[src/rtl/pgs_pkg.sv]
package pgs_pkg;
  localparam int unsigned PAGE_SHIFT = 12;

  typedef enum logic [1:0] {
    PGS_INVALID   = 2'b00,
    PGS_UNCHECKED = 2'b01,
    PGS_INSTR     = 2'b10
  } pgs_class_e;
endpackage

[src/rtl/pgs_rst_sync.sv]
module pgs_rst_sync #(
  parameter int unsigned STAGES = 2
) (
  input  logic clk,
  input  logic rst_n,
  output logic rst_sync_n
);
  logic [STAGES-1:0] sync_q;
  logic [STAGES-1:0] sync_d;

  generate
    for (genvar s = 0; s < STAGES; s++) begin : g_stage
      if (s == 0) begin : g_first
        assign sync_d[s] = 1'b1;
      end else begin : g_next
        assign sync_d[s] = sync_q[s-1];
      end
    end
  endgenerate

  always_ff @(posedge clk or negedge rst_n) begin
    if (!rst_n) begin
      sync_q <= '0;
    end else begin
      sync_q <= sync_d;
    end
  end

  assign rst_sync_n = sync_q[STAGES-1];
endmodule

[src/rtl/pgs_capture.sv]
module pgs_capture #(
  parameter int unsigned ADDR_W = 32
) (
  input  logic              clk,
  input  logic              rst_n,
  input  logic              req_valid,
  input  logic [ADDR_W-1:0] req_addr,
  output logic              cap_valid,
  output logic [ADDR_W-1:0] cap_addr
);
  logic              valid_d;
  logic              valid_q;
  logic              addr_en;
  logic [ADDR_W-1:0] addr_d;
  logic [ADDR_W-1:0] addr_q;

  always_comb begin
    valid_d = req_valid;
    addr_en = req_valid;
    addr_d  = req_addr;
  end

  always_ff @(posedge clk or negedge rst_n) begin
    if (!rst_n) begin
      valid_q <= 1'b0;
      addr_q  <= '0;
    end else begin
      valid_q <= valid_d;
      if (addr_en) begin
        addr_q <= addr_d;
      end
    end
  end

  assign cap_valid = valid_q;
  assign cap_addr  = addr_q;
endmodule

[src/rtl/pgs_decode.sv]
module pgs_decode
  import pgs_pkg::*;
#(
  parameter int unsigned ADDR_W  = 32,
  parameter int unsigned ENTRY_W = 16
) (
  input  logic [ADDR_W-1:0]  tgt_addr,
  input  logic [ENTRY_W-1:0] entry,
  output pgs_class_e         cls,
  output logic [ADDR_W-1:0]  handler
);
  localparam int unsigned PAGE_W = ADDR_W - PAGE_SHIFT;
  localparam int unsigned CALC_W = ((PAGE_W > ENTRY_W) ? PAGE_W : ENTRY_W) + 1;
  localparam logic [ENTRY_W-1:0] UNCHK_VAL = {ENTRY_W{1'b1}};

  logic [PAGE_W-1:0] page;
  logic              low_nz;
  logic [CALC_W-1:0] page_up;
  logic [CALC_W-1:0] back_pages;
  logic [CALC_W-1:0] hnd_page;

  always_comb begin
    page       = tgt_addr[ADDR_W-1:PAGE_SHIFT];
    low_nz     = |tgt_addr[PAGE_SHIFT-1:0];
    page_up    = CALC_W'(page) + CALC_W'(low_nz);
    back_pages = CALC_W'(entry) + CALC_W'(1);
    hnd_page   = page_up - back_pages;

    if (entry == '0) begin
      cls     = PGS_INVALID;
      handler = '0;
    end else if (entry == UNCHK_VAL) begin
      cls     = PGS_UNCHECKED;
      handler = '0;
    end else begin
      cls     = PGS_INSTR;
      handler = {hnd_page[PAGE_W-1:0], {PAGE_SHIFT{1'b0}}};
    end
  end
endmodule

[src/rtl/pgs_result.sv]
module pgs_result
  import pgs_pkg::*;
#(
  parameter int unsigned ADDR_W = 32
) (
  input  logic              clk,
  input  logic              rst_n,
  input  logic              load,
  input  pgs_class_e        cls_in,
  input  logic [ADDR_W-1:0] handler_in,
  output logic              done,
  output pgs_class_e        cls_out,
  output logic [ADDR_W-1:0] handler_out
);
  logic              done_d;
  logic              done_q;
  logic              res_en;
  pgs_class_e        cls_d;
  pgs_class_e        cls_q;
  logic [ADDR_W-1:0] hnd_d;
  logic [ADDR_W-1:0] hnd_q;

  always_comb begin
    done_d = load;
    res_en = load;
    cls_d  = cls_in;
    hnd_d  = handler_in;
  end

  always_ff @(posedge clk or negedge rst_n) begin
    if (!rst_n) begin
      done_q <= 1'b0;
      cls_q  <= PGS_INVALID;
      hnd_q  <= '0;
    end else begin
      done_q <= done_d;
      if (res_en) begin
        cls_q <= cls_d;
        hnd_q <= hnd_d;
      end
    end
  end

  assign done        = done_q;
  assign cls_out     = cls_q;
  assign handler_out = hnd_q;
endmodule

[src/rtl/pgs_resolver.sv]
module pgs_resolver
  import pgs_pkg::*;
#(
  parameter int unsigned ADDR_W      = 32,
  parameter int unsigned ENTRY_W     = 16,
  parameter int unsigned SYNC_STAGES = 2,
  localparam int unsigned PAGE_W     = ADDR_W - PAGE_SHIFT
) (
  input  logic               clk,
  input  logic               rst_n,
  input  logic               req_valid,
  input  logic [ADDR_W-1:0]  req_addr,
  output logic               mem_rd_en,
  output logic [PAGE_W-1:0]  mem_rd_idx,
  input  logic [ENTRY_W-1:0] mem_rd_data,
  input  logic               tbl_unlock,
  input  logic               tbl_wr_en,
  input  logic [PAGE_W-1:0]  tbl_wr_idx,
  input  logic [ENTRY_W-1:0] tbl_wr_data,
  output logic               mem_wr_en,
  output logic [PAGE_W-1:0]  mem_wr_idx,
  output logic [ENTRY_W-1:0] mem_wr_data,
  output logic               res_done,
  output logic [1:0]         res_class,
  output logic [ADDR_W-1:0]  res_handler
);
  logic              rst_sync_n;
  logic              cap_valid;
  logic [ADDR_W-1:0] cap_addr;
  pgs_class_e        dec_cls;
  logic [ADDR_W-1:0] dec_handler;
  pgs_class_e        out_cls;

  pgs_rst_sync #(.STAGES(SYNC_STAGES)) u_rst (
    .clk        (clk),
    .rst_n      (rst_n),
    .rst_sync_n (rst_sync_n)
  );

  // read issue goes straight to the memory; its output register is the first stage
  assign mem_rd_en  = req_valid;
  assign mem_rd_idx = req_addr[ADDR_W-1:PAGE_SHIFT];

  // table updates pass only while unlocked
  assign mem_wr_en   = tbl_wr_en & tbl_unlock;
  assign mem_wr_idx  = tbl_wr_idx;
  assign mem_wr_data = tbl_wr_data;

  pgs_capture #(.ADDR_W(ADDR_W)) u_cap (
    .clk       (clk),
    .rst_n     (rst_sync_n),
    .req_valid (req_valid),
    .req_addr  (req_addr),
    .cap_valid (cap_valid),
    .cap_addr  (cap_addr)
  );

  pgs_decode #(.ADDR_W(ADDR_W), .ENTRY_W(ENTRY_W)) u_dec (
    .tgt_addr (cap_addr),
    .entry    (mem_rd_data),
    .cls      (dec_cls),
    .handler  (dec_handler)
  );

  pgs_result #(.ADDR_W(ADDR_W)) u_res (
    .clk         (clk),
    .rst_n       (rst_sync_n),
    .load        (cap_valid),
    .cls_in      (dec_cls),
    .handler_in  (dec_handler),
    .done        (res_done),
    .cls_out     (out_cls),
    .handler_out (res_handler)
  );

  assign res_class = out_cls;
endmodule

[config.mk]
export PLATFORM = sky130hd
export DESIGN_NAME = pgs_resolver
export DESIGN_NICKNAME = d
export VERILOG_FILES = /design/src/rtl/pgs_pkg.sv /design/src/rtl/pgs_rst_sync.sv /design/src/rtl/pgs_capture.sv /design/src/rtl/pgs_decode.sv /design/src/rtl/pgs_result.sv /design/src/rtl/pgs_resolver.sv
export SDC_FILE = /design/constraint.sdc
export NUM_CORES = 1
export LEC_CHECK = 0
export ABC_AREA = 1
export BUFFER_PORTS_ARGS = -buffer_cell sky130_fd_sc_hd__buf_2
export CORE_ASPECT_RATIO = 0.7
export CORE_MARGIN = 10
export CORE_UTILIZATION = 50
export CTS_CLUSTER_SIZE = 25
export DETAILED_ROUTE_END_ITERATION = 10
export PLACE_DENSITY = 0.82
export RECOVER_POWER = 100
export SETUP_SLACK_MARGIN = 0.05
export SLEW_MARGIN = 20
export SYNTH_ARGS = -nofsm -noshare
export SYNTH_HDL_FRONTEND = slang
export SYNTH_SLANG_ARGS = --single-unit
[constraint.sdc]
create_clock -name clk -period 2 [get_ports clk]
set_input_delay 0.4 -clock clk [delete_from_list [all_inputs] [get_ports clk]]
set_output_delay 0.4 -clock clk [all_outputs]
set_load 0.02 [all_outputs]
* Word level (Yosys, flattened, before mapping) *
Cells that the tools add are included.

storage, ports and cells
  register bits = 70
  logic and storage cells = 17

operators by class
  bitwise gates (word level) = 1
  equality and inequality tests = 1
  reduce and logical (&&, ||, !) cells = 2
  mux-type cells = 4
  $add $sub $neg = 3

operator list
  operator                                       number
  two-way mux 32 bit                             2
  adder 20 x 1 -> 20 bit                         1
  subtractor 20 bit                              1
  adder 16 x 1 -> 17 bit, second input constant  1
  equality test 16 bit, second input constant    1
  logical NOT 16 bit                             1
  OR reduction 12 bit                            1
  two-way mux 2 bit                              2
  AND 1 bit                                      1

* Longest topological paths before layout *
  word-level depth = 5
  depth in mapped cells = 20
  gate-level depth less buffers = 20

* Hierarchy *
From an unflattened synthesis, not the netlist that was laid out.

unflattened totals
  cell total of the unflattened synthesis = 637
  area, all modules = 4665.7 sq um

modules (own cells, without submodules)
  module        times used  cells each  sequential area each (sq um)  area an instance (sq um)
  pgs_decode    1           293         0.0                           1488.9
  pgs_result    1           145         875.8                         1370.1
  pgs_capture   1           137         825.8                         1317.5
  pgs_resolver  1           59          0.0                           435.4
  pgs_rst_sync  1           3           50.0                          53.8

* Worst setup path before layout *
No wires, ideal clock.

  path kind = input port to flip-flop
  start point = input mem_rd_data[0]
  end point = register u_res.hnd_q[31] (netlist: u_res.handler_out[31])
  data arrival time = 2599 ps
  buffers on the path = 0
  path slack = -716 ps
  library setup time = 117 ps
  stages = 16
  cell sequence = ha_1 > nand3_4 > nor3_4 > nand4_1 > nor3_1 > xor2_1 > ha_1 > ha_1 > nand2_1 > nor2_1 > and2_1 > nand3_1 > nand3_1 > nand2_1 > nand3_1 > nand2_1

on the way
  longest elaborated chain between the ends = 4
  elaborated cells on any way between the ends = 6

RTL lines
  element                 line                source
  from (decl)             pgs_resolver.sv:15  input logic [ENTRY_W-1:0] mem_rd_data,
  adder 16 x 1 -> 17 bit  pgs_decode.sv:26    back_pages = CALC_W'(entry) + CALC_W'(1);
  subtractor 20 bit       pgs_decode.sv:27    hnd_page = page_up - back_pages;
  two-way mux 32 bit      pgs_decode.sv:32    end else if (entry == UNCHK_VAL) begin
  two-way mux 32 bit *    pgs_decode.sv:29    if (entry == '0) begin
  to (signal assigned)    pgs_result.sv:39    hnd_q <= hnd_d;
  to (decl)               pgs_result.sv:21    logic [ADDR_W-1:0] hnd_q;

Mark *: on every way between the ends. The rest lies on a longest branch, timed or not.
A chain may end at the register's enable or synchronous reset.

* Worst setup path after layout *
  start point = input mem_rd_data[1]
  end point = register u_res.hnd_q[31] (netlist: u_res.handler_out[31])

The elaborated chain is that of the path after synthesis.

==> results.txt <==
Cell variety after synth = 32
worst hold path type = in2reg
htree depth = 3
DR iter-0 viols = 242
GRT overflow = 0
Post-synth EDFFs = 0
die area = 0.0133 sq mm
synth-to-layout area growth = 39.1%
DIE WIDTH = 133 microns
layout cells sized above 1 = 43.6%
asr flop ratio synth = 100%
final setup violation count = 18
clk slew on worst S/H paths = 0.06 ns
min cycle time layout = 2.56 ns
Global Route Usage Sum = 19.0%
dpl cell area = 0.00536 sq mm
hpwl dp = 9800 microns
remaining antenna violation count = 0
Core Area = 0.00862 sq mm
Post-Syn Instances = 563
CP startpoint kind = primary input
RSZ-0062 raised after global routing = yes
peak supply drop = 0.581 mV
fmax = 391 MHz
Primary FF master, synth = dfrtp_1
cell area after synthesis = 0.00450 sq mm
Final #Nets = 807
Critical Path AT = 2.77 ns
Setup WS post-layout = -0.555 ns
Synth warnings = 0
global-route wire length before repair = 20700 microns
clock skew = 0.00739 ns
Routability Congestion = 0.926
clk_lat worst skew = 0.33 ns
clk sinks = 58
critical path type = in2reg
post-route total power = 0.00538 W
failing checks = negative setup slack
flops & latches, synth = 58
drt total wl = 13900 microns
Slew Viols, Final = 0
die height = 99.4 microns
Req. time, crit path = 2.22 ns
input/output buffers = 97
Leak = 3.03 nW
post-synthesis sequential area ratio = 32.3%
Placement Setup Slack = -0.946 ns
1st-pass router iterations = 4
Slew @ Worst Pin = 0.856 ns
Core Rows = 28
DRC viols = 0
initial core utilization = 52.2%
CTS tree = done
Crit path largest cell delay = 0.33 ns
crit-path cells = buf_8 > inv_4 > nor3_4 > nand3_2 > buf_4 > nor4_4 > xor2_1 > ha_1 > ha_4 > nand2_4 > nor2_4 > and2_4 > nand3_2 > nand3_2 > nand2_1 > nand3_1 > nand2_1
syn_area_per_cell = 7.99 sq um
final hold vios = 0
Slew Limit Headroom = 42.9%
Final period util = 128%
CP Capture Type = flip-flop
crit-path most repeated cell = nand3_2
ANT cells = 0
clock buffer depth = 2
Vias/cell = 5.09
post-route cell area = 0.00626 sq mm
number of global-route vias before repair = 4200
antenna violations before repair = 0
# IOs = 182
Max-cap violations = 0
Crit Path Max Fanout = 4
largest net degree at the start of global routing = 38
Avg WL per Cell = 17.3 microns
clock root buffer = clkbuf_16
TritonCTS buffer count = 9
routed vias = 4093
status = finished, violations left
Power Density = 860 mW/mm^2
slowest CP cell = ha_4
==> state kept, by name, indices dropped and copies added, names as in the netlist <==
signal,cells
u_res.handler_out,20
u_cap.cap_valid,1
u_cap.cap_addr,32
u_res.done,1
u_res.cls_out,2
u_rst.sync_q,2
==> worst max-delay path, delay by kind of cell <==
family | cells | cell delay (ns)
xor+xnor | 1 | 0.22
simple gates | 11 | 1.23
buf+inv | 3 | 0.30
fa+ha+maj | 2 | 0.62
==> cell usage in the layout (no fill, tap or decap), types with 3 or more instances in the layout <==
cell type	n
mux2_2	18
o21ai_0	21
dfrtp_1	58
nand4_1	8
nand3b_1	4
xnor2_2	4
xor2_4	3
nand2_1	112
nor2_4	7
conb_1	13
and2_1	3
nand3_4	4
nor3_4	3
buf_4	62
clkinvlp_4	3
a21oi_2	8
clkbuf_16	9
a21oi_4	4
xnor2_1	5
buf_6	7
ha_1	16
inv_2	8
nand3_2	21
buf_2	48
nor2_1	10
o21ai_1	4
xor2_1	8
ha_4	21
nand3_1	9
inv_1	56
a21oi_1	5
nand2_4	13
clkbuf_1	49
nand2_2	25
nor2_2	7
==> logic make-up (layout without fill, tap and decap cells) <==
logic type | after synthesis | after routing | synth area share (%)
muxes | 18 | 18 | 4.50
AOI/OAI and AO/OA | 46 | 46 | 5.23
DFF | 58 | 58 | 32.3
and+or+nand+nor | 234 | 234 | 24.5
other | 2 | 13 | 0.167
xor gates and xnor gates | 22 | 22 | 4.28
buffers and inverters | 144 | 254 | 18.0
adders and majority gates | 39 | 39 | 11.0
==> routing by layer <==
metal  global-route usage (%)  vias up  routed length [microns]
met2                     29.8      159                     6390
met3                     8.04       22                     1260
met1                     23.5     1968                     6010
li1                         -     1944                        -
met5                        0        -                        0
met4                     5.17        0                      235
==> what timing repair did <==
| item | in CTS | in global routing |
|---|---|---|
| setup endpoints to repair | 19 | 19 |
| pin swaps | 44 | 50 |
| endpoints found under the hold margin | 2 | 0 |
| hold buffers | 1 | 0 |
| resized for setup | 47 | 78 |
| setup buffers | 5 | 6 |
==> synth_stat cells (10+ instances only) <==
cell type / number / share of area [%]
nand2_1: 148 / 12
buf_4: 69 / 12
nor2_1: 23 / 1.9
o21ai_0: 27 / 3.0
mux2_2: 18 / 4.5
nand3_2: 10 / 2.2
inv_1: 66 / 5.5
ha_1: 38 / 11
dfrtp_1: 58 / 32
xor2_1: 13 / 2.5
a21oi_1: 17 / 1.9
nand3_1: 22 / 2.4
==> stage by stage <==
stage | utilization, % | cells | hold WS (ns) | TNS [ns]
floorplan | - | 574 | 0.104 | -5.21
global placement | 62.1 | 776 | 0.187 | -11.79
detailed placement | 62.1 | 776 | 0.194 | -12.73
CTS | 68.6 | 798 | 0.244 | -5.39
global route | 72.6 | 804 | 0.290 | -8.93
finish | 72.6 | 804 | 0.274 | -6.72
==> worst paths after layout <==
| check | from | to | slack (ns) | cells after the start |
|---|---|---|---|---|
| max in group asynchronous | u_rst.sync_q[1]$_DFF_PN0_ | u_cap.cap_addr[19]$_DFFE_PN0P_ | 0.33 | 1 |
| max reg2reg | u_cap.cap_addr[3]$_DFFE_PN0P_ | u_res.handler_out[28]$_DFFE_PN0P_ | -0.45 | 15 |
| min | req_addr[4] | u_cap.cap_addr[4]$_DFFE_PN0P_ | 0.27 | 3 |
| min reg2reg | u_rst.sync_q[1]$_DFF_PN0_ | u_cap.cap_addr[31]$_DFFE_PN0P_ | 0.33 | 0 |
| max | mem_rd_data[1] | u_res.handler_out[31]$_DFFE_PN0P_ | -0.56 | 17 |
| min in group asynchronous | u_rst.sync_q[1]$_DFF_PN0_ | u_cap.cap_addr[31]$_DFFE_PN0P_ | 0.33 | 0 |
==> area by class of cell <==
| class | instances | area (sq um) |
|---|---|---|
| Fill cell | 611 | 2360 |
| Timing Repair Buffer | 171 | 1030 |
| Multi-Input combinational cell | 372 | 3060 |
| Clock inverter | 6 | 66.3 |
| Sequential cell | 58 | 1450 |
| Inverter | 67 | 264 |
| Clock buffer | 10 | 229 |
| Tap cell | 120 | 150 |
==> power breakdown <==
part | total, W | switching, W | internal, W
registers | 0.00149 | 0.000128 | 0.00137
clock network | 0.00156 | 0.000590 | 0.000966
logic | 0.00233 | 0.00134 | 0.000991
total | 0.00538 | 0.00206 | 0.00332
(Power assumes the default switching activity.)
